==> config.mk <==
export PLATFORM = sky130hd
export DESIGN_NAME = stk_seq
export DESIGN_NICKNAME = d
export VERILOG_FILES = /design/src/rtl/stk_pkg.sv /design/src/rtl/stk_sp_reg.sv /design/src/rtl/stk_fsm.sv /design/src/rtl/stk_outmux.sv /design/src/rtl/stk_seq.sv
export SDC_FILE = /design/constraint.sdc
export NUM_CORES = 1
export LEC_CHECK = 0
export CAP_MARGIN = 20
export CELL_PAD_IN_SITES_DETAIL_PLACEMENT = 0
export CELL_PAD_IN_SITES_GLOBAL_PLACEMENT = 1
export CORE_AREA = 2 2 101 103
export DETAILED_ROUTE_END_ITERATION = 8
export DIE_AREA = 0 0 103 105
export DONT_BUFFER_PORTS = 1
export GPL_TIMING_DRIVEN = 1
export HOLD_SLACK_MARGIN = 0.1
export PLACE_DENSITY = 0.75
export SKIP_CTS_REPAIR_TIMING = 1
export SYNTH_ARGS = -nofsm -noshare
export SYNTH_HDL_FRONTEND = slang
export SYNTH_SLANG_ARGS = --single-unit
==> constraint.sdc <==
create_clock -name clk -period 4.2 [get_ports clk]
set_clock_uncertainty 0.1 [all_clocks]
set_input_delay 1.26 -clock clk [delete_from_list [all_inputs] [get_ports clk]]
set_output_delay 1.26 -clock clk [all_outputs]
set_load 0.01 [all_outputs]
==> src/rtl/stk_pkg.sv <==
package stk_pkg;

   typedef enum logic [2:0] {
      OP_NONE = 3'd0,
      OP_PUSH = 3'd1,
      OP_POP  = 3'd2,
      OP_CALL = 3'd3,
      OP_RET  = 3'd4,
      OP_IENT = 3'd5,
      OP_IRET = 3'd6,
      OP_SPLD = 3'd7
   } stk_op_e;

   typedef enum logic [2:0] {
      ST_IDLE,
      ST_WR_FIRST,
      ST_WR_LAST,
      ST_RD_REQ,
      ST_RD_SR,
      ST_RD_DATA
   } seq_st_e;

   typedef enum logic [1:0] {
      SP_HOLD,
      SP_DEC,
      SP_INC,
      SP_LOAD
   } sp_cmd_e;

   typedef enum logic [1:0] {
      RK_POP,
      RK_RET,
      RK_IRET
   } rd_kind_e;

endpackage

==> src/rtl/stk_sp_reg.sv <==
module stk_sp_reg
   import stk_pkg::*;
#(
   parameter int          AW       = 16,
   parameter logic [AW-1:0] SP_RESET = 16'h0400
) (
   input  logic          clk,
   input  logic          rst_n,
   input  sp_cmd_e       cmd,
   input  logic [AW-2:0] load_hi,
   output logic [AW-1:0] sp
);
   // only the word index is stored; bit 0 is a constant zero
   localparam logic [AW-2:0] HI_RESET = SP_RESET[AW-1:1];
   localparam logic [AW-2:0] HI_STEP  = {{(AW-2){1'b0}}, 1'b1};

   logic [AW-2:0] hi_q;

   always_ff @(posedge clk or negedge rst_n) begin
      if (!rst_n) begin
         hi_q <= HI_RESET;
      end else begin
         case (cmd)
            SP_DEC:  hi_q <= hi_q - HI_STEP;
            SP_INC:  hi_q <= hi_q + HI_STEP;
            SP_LOAD: hi_q <= load_hi;
            default: hi_q <= hi_q;
         endcase
      end
   end

   assign sp = {hi_q, 1'b0};

endmodule

==> src/rtl/stk_fsm.sv <==
module stk_fsm
   import stk_pkg::*;
#(
   parameter int AW = 16,
   parameter int DW = 16
) (
   input  logic          clk,
   input  logic          rst_n,
   input  logic [2:0]    req_op,
   input  logic [AW-1:0] pc_in,
   input  logic [DW-1:0] sr_in,
   input  logic [DW-1:0] push_data,
   input  logic [AW-1:0] target,
   output sp_cmd_e       sp_cmd,
   output logic [DW-1:0] wdata,
   output logic [AW-1:0] tgt,
   output logic          mem_we,
   output logic          mem_re,
   output logic          sel_tgt,
   output logic          pc_valid,
   output logic          sr_valid,
   output logic          pop_valid,
   output logic          busy
);
   seq_st_e       st_q, st_nx;
   rd_kind_e      kind_q;
   logic          call_q;
   logic [DW-1:0] wd_q, wd2_q;
   logic [AW-1:0] tgt_q;
   stk_op_e       op;
   logic [DW-1:0] pc_ext;

   assign op     = stk_op_e'(req_op);
   assign pc_ext = DW'(pc_in);

   // next state and pointer command
   always_comb begin
      st_nx  = st_q;
      sp_cmd = SP_HOLD;
      case (st_q)
         ST_IDLE: begin
            case (op)
               OP_PUSH, OP_CALL: begin
                  sp_cmd = SP_DEC;
                  st_nx  = ST_WR_LAST;
               end
               OP_IENT: begin
                  sp_cmd = SP_DEC;
                  st_nx  = ST_WR_FIRST;
               end
               OP_POP, OP_RET, OP_IRET: st_nx = ST_RD_REQ;
               OP_SPLD: sp_cmd = SP_LOAD;
               default: st_nx = ST_IDLE;
            endcase
         end
         ST_WR_FIRST: begin
            sp_cmd = SP_DEC;
            st_nx  = ST_WR_LAST;
         end
         ST_WR_LAST: st_nx = ST_IDLE;
         ST_RD_REQ: begin
            sp_cmd = SP_INC;
            st_nx  = (kind_q == RK_IRET) ? ST_RD_SR : ST_RD_DATA;
         end
         ST_RD_SR: begin
            sp_cmd = SP_INC;
            st_nx  = ST_RD_DATA;
         end
         ST_RD_DATA: st_nx = ST_IDLE;
         default:    st_nx = ST_IDLE;
      endcase
   end

   // state and captured operands
   always_ff @(posedge clk or negedge rst_n) begin
      if (!rst_n) begin
         st_q   <= ST_IDLE;
         kind_q <= RK_POP;
         call_q <= 1'b0;
         wd_q   <= '0;
         wd2_q  <= '0;
         tgt_q  <= '0;
      end else begin
         st_q <= st_nx;
         case (st_q)
            ST_IDLE: begin
               case (op)
                  OP_PUSH: begin
                     wd_q   <= push_data;
                     call_q <= 1'b0;
                  end
                  OP_CALL: begin
                     wd_q   <= pc_ext;
                     tgt_q  <= target;
                     call_q <= 1'b1;
                  end
                  OP_IENT: begin
                     wd_q   <= pc_ext;
                     wd2_q  <= sr_in;
                     tgt_q  <= target;
                     call_q <= 1'b0;
                  end
                  OP_POP:  kind_q <= RK_POP;
                  OP_RET:  kind_q <= RK_RET;
                  OP_IRET: kind_q <= RK_IRET;
                  default: call_q <= call_q;
               endcase
            end
            ST_WR_FIRST: begin
               wd_q   <= wd2_q;
               call_q <= 1'b1;
            end
            ST_RD_SR: kind_q <= RK_RET;
            default:  call_q <= call_q;
         endcase
      end
   end

   assign wdata     = wd_q;
   assign tgt       = tgt_q;
   assign busy      = (st_q != ST_IDLE);
   assign mem_we    = (st_q == ST_WR_FIRST) || (st_q == ST_WR_LAST);
   assign mem_re    = (st_q == ST_RD_REQ) || (st_q == ST_RD_SR);
   assign sel_tgt   = (st_q == ST_WR_LAST);
   assign pc_valid  = ((st_q == ST_WR_LAST) && call_q) ||
                      ((st_q == ST_RD_DATA) && (kind_q == RK_RET));
   assign sr_valid  = (st_q == ST_RD_SR);
   assign pop_valid = (st_q == ST_RD_DATA) && (kind_q == RK_POP);

endmodule

==> src/rtl/stk_outmux.sv <==
module stk_outmux #(
   parameter int AW       = 16,
   parameter int DW       = 16,
   parameter bit PC_ALIGN = 1'b1
) (
   input  logic [DW-1:0] rdata,
   input  logic [AW-1:0] tgt,
   input  logic          sel_tgt,
   output logic [AW-1:0] pc_out,
   output logic [DW-1:0] sr_out,
   output logic [DW-1:0] pop_data
);
   logic [AW-1:0] pc_mem;

   generate
      if (PC_ALIGN) begin : g_align
         assign pc_mem = {rdata[AW-1:1], 1'b0};
      end else begin : g_raw
         assign pc_mem = rdata[AW-1:0];
      end
   endgenerate

   assign pc_out   = sel_tgt ? tgt : pc_mem;
   assign sr_out   = rdata;
   assign pop_data = rdata;

endmodule

==> src/rtl/stk_seq.sv <==
module stk_seq
   import stk_pkg::*;
#(
   parameter int            AW       = 16,
   parameter int            DW       = 16,
   parameter logic [AW-1:0] SP_RESET = 16'h0400,
   parameter bit            PC_ALIGN = 1'b1
) (
   input  logic          clk,
   input  logic          rst_n,
   input  logic [2:0]    req_op,
   input  logic [AW-1:0] pc_in,
   input  logic [DW-1:0] sr_in,
   input  logic [DW-1:0] push_data,
   input  logic [AW-1:0] target,
   input  logic [DW-1:0] mem_rdata,
   output logic [AW-1:0] mem_addr,
   output logic [DW-1:0] mem_wdata,
   output logic          mem_we,
   output logic          mem_re,
   output logic [AW-1:0] pc_out,
   output logic          pc_valid,
   output logic [DW-1:0] sr_out,
   output logic          sr_valid,
   output logic [DW-1:0] pop_data,
   output logic          pop_valid,
   output logic          busy,
   output logic [AW-1:0] sp
);
   generate
      if (AW < 2) begin : g_bad_aw
         $error("stk_seq: AW must be at least 2");
      end
      if (DW < AW) begin : g_bad_dw
         $error("stk_seq: DW must hold a full program counter");
      end
      if (SP_RESET[0] != 1'b0) begin : g_bad_rst
         $error("stk_seq: SP_RESET must be even");
      end
   endgenerate

   sp_cmd_e       sp_cmd;
   logic [AW-1:0] tgt;
   logic          sel_tgt;

   stk_fsm #(.AW(AW), .DW(DW)) u_fsm (
      .clk       (clk),
      .rst_n     (rst_n),
      .req_op    (req_op),
      .pc_in     (pc_in),
      .sr_in     (sr_in),
      .push_data (push_data),
      .target    (target),
      .sp_cmd    (sp_cmd),
      .wdata     (mem_wdata),
      .tgt       (tgt),
      .mem_we    (mem_we),
      .mem_re    (mem_re),
      .sel_tgt   (sel_tgt),
      .pc_valid  (pc_valid),
      .sr_valid  (sr_valid),
      .pop_valid (pop_valid),
      .busy      (busy)
   );

   stk_sp_reg #(.AW(AW), .SP_RESET(SP_RESET)) u_sp (
      .clk     (clk),
      .rst_n   (rst_n),
      .cmd     (sp_cmd),
      .load_hi (target[AW-1:1]),
      .sp      (sp)
   );

   stk_outmux #(.AW(AW), .DW(DW), .PC_ALIGN(PC_ALIGN)) u_mux (
      .rdata    (mem_rdata),
      .tgt      (tgt),
      .sel_tgt  (sel_tgt),
      .pc_out   (pc_out),
      .sr_out   (sr_out),
      .pop_data (pop_data)
   );

   assign mem_addr = sp;

endmodule

==> results by group <==
Run status
  • Status: complete, no violations

Detailed routing
  • DRT Wirelength: 9430 um
  • DRT antenna net count: 0
  • Total number of vias: 2977
  • Pre-Repair DR Iteration Count: 4
  • Vias/cell: 5.51
  • DR iter-0 viols: 116
  • WL/cell: 17.5 um
  • Post-detailed-route DRC marker count: 0

Timing
  • Fmax: 291 MHz
  • Slew headroom: 0.546
  • Pin slew with the least headroom to its limit: 0.679 ns
  • Post-route minimum period: 3.44 ns
  • Slew Viols, Final: 0
  • Final setup TNS: 0 ns
  • Final hold vios: 0
  • RSZ-0062 raised after global routing: false
  • Fin worst setup slack: 0.764 ns
  • Tcrit/Tclk final: 0.818
  • Final setup viols: 0

Synth
  • Post-synth EDFFs: 0
  • Most instantiated cells after synthesis: dfrtp_1, buf_4, mux2_1
  • Yosys reg bits: 69
  • Simple-gate portion of the synthesized area: 0.113
  • Post-Synth Adder-Cell Area: 0.0463
  • Mux cell area share after synthesis: 0.167
  • Synth Flop Type: dfrtp_1
  • Largest family of logic cells by synthesized area: multiplexers
  • Netlist cell types: 58
  • Synth top area share: 0.379
  • Largest area contributor in the netlist: dfrtp_1
  • Count leader, synth: dfrtp_1
  • Post-Syn Area: 4490 um2
  • Synth area leaders: dfrtp_1, mux2_1, buf_4
  • Synth Area in XOR/XNOR: 0.0176
  • Complex-gate fraction of the synthesized area: 0.154
  • Syn Inst Count: 457
  • Sequential element share of the synthesized area: 0.385
  • Fraction of registers with async set/reset: 1.00
  • Ys Warns: 0
  • Mean Syn Cell Area: 9.82 um2

Power and ir drop
  • P per Cell Area: 977 nW/um2
  • Internal power: 2.43 mW
  • Net Sw Frac: 0.442
  • Switch Pwr: 1.93 mW
  • Worst VDD drop: 0.303 mV
  • Leakage power: 2.02 nW
  • Clock share of power: 0.154
  • Logic pwr share: 0.521
  • Reg power frac: 0.325

Floorplan
  • Core area: 9640 um2
  • Die H: 105 um
  • Die area: 10800 um2
  • Boundary Pins: 187
  • Rows: 36
  • Die X: 103 um
  • Starting Density: 0.465

Global routing
  • Largest net degree at the start of global routing: 70
  • GRT overflow: 0
  • Total GRT Usage: 0.176
  • Global-route wire length before repair: 14800 um
  • Vias in the first global route: 2928
  • Initial antenna violation count: 0

Hold path
  • Hold Path Class: reg -> reg

Placement
  • # port buffers: 0
  • Pre-CTS setup slack: 0.973 ns
  • Final HPWL DP: 6900 um
  • GP Congestion: 0.905

Worst setup path
  • Worst Path Class, Setup: reg -> out
  • CP required: 2.84 ns
  • Peak fanout along the critical path: 15
  • CP Launch Type: register
  • Crit. End Element: primary output
  • Worst Path Arrival: 2.08 ns

Finish
  • Layout area overhead: -0.530%
  • Layout cells sized above 1: 0.0934
  • Filler cells: 950
  • Fin nets: 503
  • Diodes inserted: 0

Flow run
  • Maxcap violations: 0

Clock network
  • CTS tree: built
  • Clk root buf: clkbuf_8
  • Clock sink total: 69
  • Clk buf depth: 2
  • Clk Latency, worst-skew pair: 0.35 ns
  • CTS H-Tree Depth: 3
  • Clock-pin slew on the worst setup and hold paths: 0.08 ns
  • CTS Buf Count: 9
==> critical path: stages, from the launching register on <==
cell	delay, ns
dfrtp_1	0.55
and2b_1	0.37
nor2b_2	0.19
buf_4	0.21
mux2_1	0.39
==> final cells by class <==
| cell class | count | area [um2] | area share |
|---|---|---|---|
| clock buffers | 9 | 124 | 0.0278 |
| clock inverters | 7 | 121 | 0.0272 |
| inverters | 8 | 30.0 | 0.00673 |
| multi-input cells | 308 | 2250 | 0.504 |
| flip-flops and latches | 69 | 1730 | 0.387 |
| well taps | 133 | 166 | 0.0373 |
| repair buffers | 6 | 45.0 | 0.0101 |
==> registers in the layout, indices dropped and copies added, names as in the netlist <==
name and flops:
u_fsm.call_q 1, u_fsm.kind_q 2, u_fsm.st_q 3, u_fsm.tgt 16, u_fsm.wd2_q 16, u_fsm.wdata 16, u_sp.hi_q 15
==> kinds of logic after synthesis <==
family | Yosys count
AOI/OAI and AO/OA | 113
xor gates and xnor gates | 9
adders and majority gates | 16
buffers and inverters | 81
DFF | 69
muxes | 69
other | 1
and+or+nand+nor | 99
==> power by group through the flow <==
stage                     Sequential (mW)  Clock [mW]  Combinational [mW]
after floorplan                      1.29           0                2.11
after global placement               1.43           0                2.24
after detailed placement             1.44           0                2.29
after CTS                            1.43       0.691                2.29
after global routing                 1.49       0.720                2.57
final                                1.42       0.673                2.27
==> final timing paths <==
check | from | endpoint | slack, ns | cells after the start
min in group asynchronous | rst_n | u_fsm.tgt[5] | 0.50 | 0
worst max-delay path | u_fsm.st_q[2] | pc_out[8] | 0.76 | 4
worst min-delay path | u_fsm.tgt[0] | u_fsm.tgt[0] | 0.39 | 1
max in group asynchronous | rst_n | u_sp.hi_q[9] | 3.26 | 0
worst min register to register | u_fsm.tgt[0] | u_fsm.tgt[0] | 0.39 | 1
worst max register to register | u_fsm.st_q[0] | u_sp.hi_q[12] | 0.95 | 13
==> per-layer routing <==
layer  track usage  wire, um  vias up
li1              -         -     1447
met1         0.219      4030     1411
met2         0.273      4430      104
met3        0.0722       821       15
met4        0.0611       156        0
met5             0         0        -
==> cells in the final DEF, fill, tap and decap left out, types with 6 or more instances in the layout <==
cell type,n
o21ai_0,10
a21o_1,7
buf_4,6
mux2i_1,22
o21ai_1,43
inv_1,7
ha_1,15
mux2_1,47
a21oi_1,17
nor2_1,15
nand2_1,46
clkbuf_8,9
dfrtp_1,68
==> stage by stage <==
| step | hold WS [ns] | instances | power [mW] | area [um2] | util |
|---|---|---|---|---|---|
| after detailed placement | 0.374 | 524 | 3.72 | 4220 | 0.438 |
| after floorplan | 0.356 | 458 | 3.39 | 4490 | - |
| final | 0.385 | 540 | 4.36 | 4460 | 0.463 |
| after global placement | 0.365 | 524 | 3.66 | 4220 | 0.438 |
| after global routing | 0.404 | 540 | 4.77 | 4460 | 0.463 |
| after CTS | 0.391 | 540 | 4.41 | 4460 | 0.463 |
Note: power is estimated with default switching activity, not from simulation.
